$ cat src/rtl/tree_seq_pkg.sv
package tree_seq_pkg;
  typedef enum logic [2:0] {
    ST_IDLE = 3'd0,
    ST_RX_L = 3'd1,
    ST_RX_R = 3'd2,
    ST_TX_P = 3'd3,
    ST_DONE = 3'd4
  } seq_state_t;
endpackage

$ cat src/rtl/tree_seq_cfg.sv
// Captures the node's role and peer addresses at round start. During the
// capture cycle the live inputs are forwarded, so the first step can be
// loaded on the same edge that latches them.
module tree_seq_cfg #(
  parameter int ADDR_W  = 4,
  parameter int LEVEL_W = 2
) (
  input  logic               clk,
  input  logic               rst,
  input  logic               capture,
  input  logic [LEVEL_W-1:0] level_i,
  input  logic [ADDR_W-1:0]  left_i,
  input  logic [ADDR_W-1:0]  right_i,
  input  logic [ADDR_W-1:0]  parent_i,
  output logic               is_root,
  output logic               is_leaf,
  output logic [ADDR_W-1:0]  left_eff,
  output logic [ADDR_W-1:0]  right_eff,
  output logic [ADDR_W-1:0]  parent_eff
);
  localparam logic [LEVEL_W-1:0] LEAF_LEVEL = {LEVEL_W{1'b1}};
  localparam logic [LEVEL_W-1:0] ROOT_LEVEL = '0;

  logic              root_q, leaf_q;
  logic [ADDR_W-1:0] left_q, right_q, parent_q;

  always_ff @(posedge clk) begin
    if (rst) begin
      root_q   <= 1'b0;
      leaf_q   <= 1'b0;
      left_q   <= '0;
      right_q  <= '0;
      parent_q <= '0;
    end else if (capture) begin
      root_q   <= (level_i == ROOT_LEVEL);
      leaf_q   <= (level_i == LEAF_LEVEL);
      left_q   <= left_i;
      right_q  <= right_i;
      parent_q <= parent_i;
    end
  end

  always_comb begin
    if (capture) begin
      is_root    = (level_i == ROOT_LEVEL);
      is_leaf    = (level_i == LEAF_LEVEL);
      left_eff   = left_i;
      right_eff  = right_i;
      parent_eff = parent_i;
    end else begin
      is_root    = root_q;
      is_leaf    = leaf_q;
      left_eff   = left_q;
      right_eff  = right_q;
      parent_eff = parent_q;
    end
  end
endmodule

$ cat src/rtl/tree_seq_fsm.sv
module tree_seq_fsm
  import tree_seq_pkg::*;
(
  input  logic       clk,
  input  logic       rst,
  input  logic       start,
  input  logic       xfer_done,
  input  logic       is_root,
  input  logic       is_leaf,
  output logic       capture,
  output seq_state_t state_q,
  output seq_state_t state_nxt
);
  assign capture = (state_q == ST_IDLE) && start;

  always_comb begin
    state_nxt = state_q;
    unique case (state_q)
      ST_IDLE: if (start)     state_nxt = is_leaf ? ST_TX_P : ST_RX_L;
      ST_RX_L: if (xfer_done) state_nxt = is_root ? ST_DONE : ST_RX_R;
      ST_RX_R: if (xfer_done) state_nxt = ST_TX_P;
      ST_TX_P: if (xfer_done) state_nxt = ST_DONE;
      ST_DONE:                state_nxt = ST_IDLE;
      default:                state_nxt = ST_IDLE;
    endcase
  end

  always_ff @(posedge clk) begin
    if (rst) state_q <= ST_IDLE;
    else     state_q <= state_nxt;
  end


  hold_step_chk: assert property (@(posedge clk) disable iff (rst)
    ((state_q == ST_RX_L || state_q == ST_RX_R || state_q == ST_TX_P) && !xfer_done)
      |=> $stable(state_q));


  done_to_idle_chk: assert property (@(posedge clk) disable iff (rst)
    (state_q == ST_DONE) |=> (state_q == ST_IDLE));


  leaf_no_rx_chk: assert property (@(posedge clk) disable iff (rst)
    (state_q == ST_RX_L || state_q == ST_RX_R) |-> !is_leaf);
endmodule

$ cat src/rtl/tree_seq_out.sv
// Registered control-slice outputs, decoded from the next state.
module tree_seq_out
  import tree_seq_pkg::*;
#(
  parameter int ADDR_W = 4
) (
  input  logic              clk,
  input  logic              rst,
  input  seq_state_t        state_nxt,
  input  logic [ADDR_W-1:0] left_eff,
  input  logic [ADDR_W-1:0] right_eff,
  input  logic [ADDR_W-1:0] parent_eff,
  output logic              tr_o,
  output logic [ADDR_W-1:0] addr_o,
  output logic              done_o
);
  always_ff @(posedge clk) begin
    if (rst) begin
      tr_o   <= 1'b0;
      addr_o <= '0;
      done_o <= 1'b0;
    end else begin
      done_o <= (state_nxt == ST_DONE);
      unique case (state_nxt)
        ST_RX_L: begin tr_o <= 1'b0; addr_o <= left_eff;   end
        ST_RX_R: begin tr_o <= 1'b0; addr_o <= right_eff;  end
        ST_TX_P: begin tr_o <= 1'b1; addr_o <= parent_eff; end
        ST_DONE: begin tr_o <= tr_o; addr_o <= addr_o;     end
        default: begin tr_o <= 1'b0; addr_o <= '0;         end
      endcase
    end
  end


  done_pulse_chk: assert property (@(posedge clk) disable iff (rst)
    done_o |=> !done_o);
endmodule

$ cat src/rtl/tree_node_seq.sv
module tree_node_seq
  import tree_seq_pkg::*;
#(
  parameter int ADDR_W  = 4,
  parameter int LEVEL_W = 2
) (
  input  logic               clk,
  input  logic               rst,
  input  logic               start,
  input  logic [LEVEL_W-1:0] level_i,
  input  logic [ADDR_W-1:0]  left_i,
  input  logic [ADDR_W-1:0]  right_i,
  input  logic [ADDR_W-1:0]  parent_i,
  input  logic               xfer_done,
  output logic               tr_o,
  output logic [ADDR_W-1:0]  addr_o,
  output logic               done_o
);
  logic              capture, is_root, is_leaf;
  logic [ADDR_W-1:0] left_eff, right_eff, parent_eff;
  seq_state_t        state_q, state_nxt;

  tree_seq_cfg #(.ADDR_W(ADDR_W), .LEVEL_W(LEVEL_W)) u_cfg (
    .clk(clk), .rst(rst), .capture(capture), .level_i(level_i),
    .left_i(left_i), .right_i(right_i), .parent_i(parent_i),
    .is_root(is_root), .is_leaf(is_leaf),
    .left_eff(left_eff), .right_eff(right_eff), .parent_eff(parent_eff)
  );

  tree_seq_fsm u_fsm (
    .clk(clk), .rst(rst), .start(start), .xfer_done(xfer_done),
    .is_root(is_root), .is_leaf(is_leaf), .capture(capture),
    .state_q(state_q), .state_nxt(state_nxt)
  );

  tree_seq_out #(.ADDR_W(ADDR_W)) u_out (
    .clk(clk), .rst(rst), .state_nxt(state_nxt),
    .left_eff(left_eff), .right_eff(right_eff), .parent_eff(parent_eff),
    .tr_o(tr_o), .addr_o(addr_o), .done_o(done_o)
  );


  root_no_tx_chk: assert property (@(posedge clk) disable iff (rst)
    (state_q != ST_IDLE && is_root) |-> !tr_o);


  idle_quiet_chk: assert property (@(posedge clk) disable iff (rst)
    (state_q == ST_IDLE && !start) |=> (state_q == ST_IDLE));
endmodule

$ cat config.mk
export PLATFORM = sky130hd
export DESIGN_NAME = tree_node_seq
export DESIGN_NICKNAME = d
export VERILOG_FILES = /design/src/rtl/tree_seq_pkg.sv /design/src/rtl/tree_seq_cfg.sv /design/src/rtl/tree_seq_fsm.sv /design/src/rtl/tree_seq_out.sv /design/src/rtl/tree_node_seq.sv
export SDC_FILE = /design/constraint.sdc
export NUM_CORES = 1
export LEC_CHECK = 0
export ABC_AREA = 1
export BUFFER_PORTS_ARGS = -buffer_cell sky130_fd_sc_hd__buf_2
export CORE_MARGIN = 10
export CORE_UTILIZATION = 50
export CTS_BUF_LIST = sky130_fd_sc_hd__clkbuf_8
export CTS_CLUSTER_DIAMETER = 100
export CTS_CLUSTER_SIZE = 40
export DETAILED_ROUTE_END_ITERATION = 16
export HOLD_SLACK_MARGIN = 0.02
export PLACE_DENSITY = 0.75
export SKIP_LAST_GASP = 1
export SLEW_MARGIN = 25
export SYNTH_ARGS = -nofsm -noshare
export SYNTH_HDL_FRONTEND = slang
export SYNTH_SLANG_ARGS = --single-unit
$ cat constraint.sdc
create_clock -name clk -period 1.56 [get_ports clk]
set_clock_uncertainty 0.1 [all_clocks]
set_input_delay 0 -clock clk [delete_from_list [all_inputs] [get_ports clk]]
set_output_delay 0 -clock clk [all_outputs]
set_load 0.02 [all_outputs]
### Word level (Yosys, flattened, before mapping)

Index checks and enable logic that the tools add are counted.

* equal/unequal tests: 8
* multiplexer cells: 14
* reductions and logical operators: 3

Operators with widths (number)
* 4-bit one-hot mux with 4 select lines: 1
* 3-bit two-way mux: 5
* 3-bit by 2-bit equality test with 1-bit output (second input constant): 4
* 4-bit two-way mux: 3
* 3-bit one-hot mux with 4 select lines: 1
* 3-bit by 1-bit equality test with 1-bit output (second input constant): 2
* 3-bit equality test (second input constant): 1
* 3-bit logical NOT: 1
* 2-bit equality test (second input constant): 1
* 2-bit logical NOT: 1
* 1-bit two-way mux: 2
* 2-bit two-way mux: 1
* 1-bit one-hot mux with 2 select lines: 1
* 1-bit logical AND: 1

* output and inout port bits: 6
* register bits after elaboration: 23
* logic and storage cells: 34

### Logic depth before layout (Yosys ltp)

* word-level depth: 8
* depth in mapped cells: 11
* depth with buffers taken out: 10

### Cells and area by module

Synthesis repeated with hierarchy kept, for this count alone.

* cell total of the unflattened synthesis: 159
* area, all modules: 1129.8 sq um

Modules (own cells, without submodules)
* tree_seq_cfg: cells an instance 75, instances 1, area an instance 548.0 sq um
* tree_seq_out: cells an instance 46, instances 1, area an instance 365.4 sq um
* tree_seq_fsm: cells an instance 38, instances 1, area an instance 216.5 sq um

### Worst setup path after synthesis

No wires, ideal clock.

* path type: register to register
* start: register u_fsm.state_q[0]
* end: register u_out.addr_o[1]
* clock period less this slack: 1336 ps
* setup time: 113 ps
* data required time: 1347 ps
* stages on the path, launching flop included: 10
* arrival: 1123 ps
* path slack: 224 ps
* path through: dfxtp_1 nor2_4 nand2_4 nor2_2 nor2_4 nand2_4 nand3_1 nand3_1 nand2_1 nand2_1

* cells in the longest elaborated chain, start to end: 8
* elaborated cells between the ends (all ways): 22
* those cells by class: eq/ne (7); mux (13); reduce/logical (2)

RTL lines
* start: declaration: RTL line tree_seq_fsm.sv:11 `output seq_state_t state_q,`
* start signal: assignment: RTL line tree_seq_fsm.sv:30 `else state_q <= state_nxt;`
* 3-bit logical NOT: RTL line tree_seq_fsm.sv:14, tree_seq_fsm.sv:18
* 1-bit logical AND: RTL line tree_seq_fsm.sv:14 `assign capture = (state_q == ST_IDLE) && start;`
* 1-bit two-way mux: RTL line tree_seq_cfg.sv:44 `if (capture) begin`
* 3-bit two-way mux / 2-bit two-way mux (equally long branches): RTL line tree_seq_fsm.sv:20, tree_seq_fsm.sv:19
* 3-bit two-way mux (on tied branches): RTL line tree_seq_fsm.sv:20, tree_seq_fsm.sv:19
* 3-bit one-hot mux with 4 select lines: RTL line tree_seq_fsm.sv:18 `unique case (state_q)`
* 3-bit equality test, or another cell as far along: RTL line tree_seq_out.sv:24 `unique case (state_nxt)`
* 4-bit one-hot mux with 4 select lines: RTL line tree_seq_out.sv:24
* end signal: assignment: RTL line tree_seq_out.sv:28 `ST_DONE: begin tr_o <= tr_o; addr_o <= addr_o; end`
* end: declaration: RTL line tree_seq_out.sv:14 `output logic [ADDR_W-1:0] addr_o,`

Parallel ways exist; a longest one is shown, timed or not.
A chain may end at the register's enable or synchronous reset.

### Worst setup path after layout

* start: register u_fsm.state_q[2]
* end: register u_out.addr_o[0]

The elaborated chain is that of the path after synthesis.

==> metrics.md <==
| Metric | Value |
|---|---|
| Ant diodes | 0 |
| Synth top area cells | dfxtp_1 42%, nand2_1 20%, nand3_1 7.2% |
| CTS H-tree lvls | 1 |
| Synth Area per Inst | 7.264 µm² |
| RR Endpoint | u_out.addr_o[0]$_SDFFE_PP0N_ |
| Iteration-0 DRC Markers | 47 |
| Die Ht | 65.74 µm |
| Vias in the first global route | roughly 1000 |
| Die Wd | 65.74 µm |
| Setup crit end kind | flip-flop |
| Transition time of the tightest slew-check pin | around 380 ps |
| Hold Crit Depth | 5 |
| Reg2reg start | u_fsm.state_q[2]$_SDFF_PP0_ |
| Clk_lat worst skew | 260 ps |
| Max cap viols | 0 |
| Slew Limit Fails | 0 |
| CP startpoint kind | flip-flop |
| Top cells by count, synth | 56 x nand2_1, 22 x dfxtp_1, 15 x nand3_1, 13 x a21oi_1 |
| Count leader, synth | nand2_1 |
| CTS Root Cell | clkbuf_8 |
| Net Count, Synth | 162 |
| Status | complete, no violations |
| Total gr overflow | 0 |
| Worst Path Required | 1670 ps |
| Share of the synthesized area in the top cell type | between 40% and 50% |
| Final Total Pwr | approximately 1.4 mW |
| Crit Path Class | flip-flop to flip-flop |
| Synth area leader | dfxtp_1 |
| CTS buffer count | 3 |
| GP Congestion | 0.8268 |
| DR vias/cell | 5.098 |
| Setup violations, final | 0 |
| Compound-Gate Fraction of Synth Area | 8.971% |
| Post-synth EDFFs | 0 |
| Core ar. | between 1500 and 2000 µm² |
| RSZ-0062 raised after global routing | true |
| Layout Utilization | 73.36% |
| Top-Level Pins | 24 |
| Worst IR Drop VDD | 659.5 µV |
| Synth cell types | 19 |
| Largest net degree at the start of global routing | 19 |
| F_max | between 0.6 and 0.7 GHz |
| Hold Startpoint | start |
| TritonCTS Sinks | 22 |
| Die Area | 4322 µm² |
| Adder and majority gate portion of the synthesized area | 0% |
| Shortest period the worst path allows | 1504 ps |
| CTS tree | yes |
| Worst path arrival time | 1610 ps |
| Average routed wire per standard cell | 13.14 µm |
| Worst Hold Margin | 88.56 ps |
| Seq/Total Area, Yosys | a little over two fifths |
| Crit-path max FO | 5 |
| Antenna violations before repair | 0 |
| Ys Warns | 0 |
| Hold Path End | u_cfg.root_q$_SDFF_PP0_ |
| Remaining antenna violation count | 0 |
| Seq cells post-synth | 22 |
| Reg clk slew, reported paths | 80 ps |
| Mux contribution to synthesized area | 0% |
| Period utilisation layout | ~96% |
| Global-route wire length before repair | 4450 µm |
| Synth Area in Simple Gates | 42.94% |
| Top_reg_cell synth | dfxtp_1 |
| Remaining DRCs | 0 |
| R2R depth | 9 |
| Final nets | 206 |
| Share of layout cells above drive strength 1 | 28.34% |
| Synth Area in XOR/XNOR | 0% |
| GRT Total Usage | between 10% and 20% |
| Min-Delay Path Class | primary input to flip-flop |
| Port bufs | 23 |
| Max clock buf depth | 2 |
| Mapped Cells | 144 |
| DP HPWL | 1888 µm |
| Initial DRT Pass Iterations | 4 |
| Worst reg2reg setup slack | 60 ps |
| P per Cell Area | around 980 nW/µm² |
| Largest family of logic cells by synthesized area | simple AND/OR/NAND/NOR gates |
| Detailed-route via count | approximately 1100 |
| Post-synth ARST share | 0% |
| WL final | 2812 µm |
| Slew HR | 74.54% |
| Netlist Area Pre-Place | 1046 µm² |
| Final hold vios | 0 |
| Initial Util | 52.78% |
| Row count | 16 |
| Area Overhead vs Synth | 38.99% |
| Total Neg Setup Slack | 0 ps |
| Leak | 0.7184 nW |
==> logic make-up (layout without fill, tap and decap cells) <==
logic type,after synthesis,count (layout)
AO/OA/AOI/OAI,15,15
flip-flops,22,22
AND/OR/NAND/NOR,94,96
buffers and inverters,13,54
==> layer usage <==
| metal | wire (µm) | vias up | global-route usage [%] |
|---|---|---|---|
| met2 | 1480 | 22 | 22.34 |
| li1 | - | 558 | - |
| met1 | 1159 | 504 | 13.77 |
| met3 | 117 | 7 | 3.729 |
| met4 | 54 | 0 | 4.011 |
| met5 | 0 | - | 0 |
==> report_power, final <==
part           leakage (nW)  switching [mW]  internal (mW)  total [mW]
clock                0.0288           0.183          0.225       0.408
combinational         0.509           0.234          0.147       0.381
sequential            0.181          0.0239          0.607       0.631
total                 0.718           0.441          0.978        1.42
==> registers in the layout, summed over array words and instances, names as in the netlist <==
| signal | count |
|---|---|
| u_cfg.left_q | 4 |
| u_cfg.parent_q | 4 |
| u_cfg.right_q | 4 |
| u_out.addr_o | 4 |
| u_fsm.state_q | 3 |
| u_cfg.root_q | 1 |
| u_out.done_o | 1 |
| u_out.tr_o | 1 |
==> layout by cell type, fill, tap and decap left out <==
| cell | Yosys | layout |
|---|---|---|
| a21oi_1 | 13 | 13 |
| a21oi_4 | 1 | 1 |
| buf_2 | 0 | 23 |
| buf_4 | 1 | 2 |
| buf_6 | 1 | 1 |
| clkbuf_8 | 0 | 4 |
| dfxtp_1 | 22 | 19 |
| dfxtp_2 | 0 | 3 |
| dlygate4sd3_1 | 0 | 15 |
| inv_1 | 6 | 6 |
| inv_2 | 2 | 1 |
| inv_4 | 1 | 2 |
| nand2_1 | 56 | 54 |
| nand2_2 | 0 | 4 |
| nand2_4 | 3 | 3 |
| nand3_1 | 15 | 14 |
| nand3_2 | 2 | 1 |
| nand3_4 | 0 | 2 |
| nand3b_1 | 2 | 2 |
| nand4_1 | 5 | 5 |
| nor2_1 | 6 | 6 |
| nor2_2 | 3 | 1 |
| nor2_4 | 2 | 4 |
| o31ai_2 | 1 | 1 |
==> worst max-delay path by stage <==
stage | to | slack, ps | start | cells after the start
global placement | u_out.addr_o[0]$_SDFFE_PP0N_ | 90 | u_fsm.state_q[0]$_SDFF_PP0_ | 9
finish | u_out.addr_o[0]$_SDFFE_PP0N_ | 60 | u_fsm.state_q[2]$_SDFF_PP0_ | 9
CTS | u_out.addr_o[0]$_SDFFE_PP0N_ | 20 | u_fsm.state_q[0]$_SDFF_PP0_ | 8
floorplan | u_out.addr_o[1]$_SDFFE_PP0N_ | 220 | u_fsm.state_q[0]$_SDFF_PP0_ | 9
global route | u_out.addr_o[0]$_SDFFE_PP0N_ | -70 | u_fsm.state_q[2]$_SDFF_PP0_ | 8
detailed placement | u_out.addr_o[0]$_SDFFE_PP0N_ | 40 | u_fsm.state_q[0]$_SDFF_PP0_ | 9
==> worst max-delay path, stage by stage (launching register included) <==
cell      delay (ps)
dfxtp_2          350
nor2_4           190
nand2_4          120
nand2_4          100
nand3b_1         120
nand2_2          140
nand2_2           80
a21oi_4          120
nand2_1           80
nand2_1           60
==> cell type report <==
cell class / count / area [µm²]
Clock buffer: 4 / 55.05
Tap cell: 27 / 33.78
Timing Repair Buffer: 41 / 291.5
Multi-Input combinational cell: 111 / 590.6
Inverter: 9 / 38.79
Sequential cell: 22 / 444.2
Fill cell: 166 / 528.0
==> per-stage QoR <==
| step | setup slack [ps] | instances | cell area, µm² |
|---|---|---|---|
| 4_1_cts | 20.95 | 209 | 1371 |
| 6_report | 55.70 | 214 | 1454 |
| 5_1_grt | -70.81 | 214 | 1454 |
| 3_3_place_gp | 92.66 | 191 | 1176 |
| 3_5_place_dp | 40.76 | 191 | 1176 |
| 2_1_floorplan | 223.9 | 144 | 1046 |
==> what timing repair did <==
item	in CTS	in global routing
gates resized for setup	0	12
endpoints found under the hold margin	14	1
hold buffers	14	1
buffers inserted	0	2
setup endpoints to repair	0	5
(Power assumes the default switching activity.)
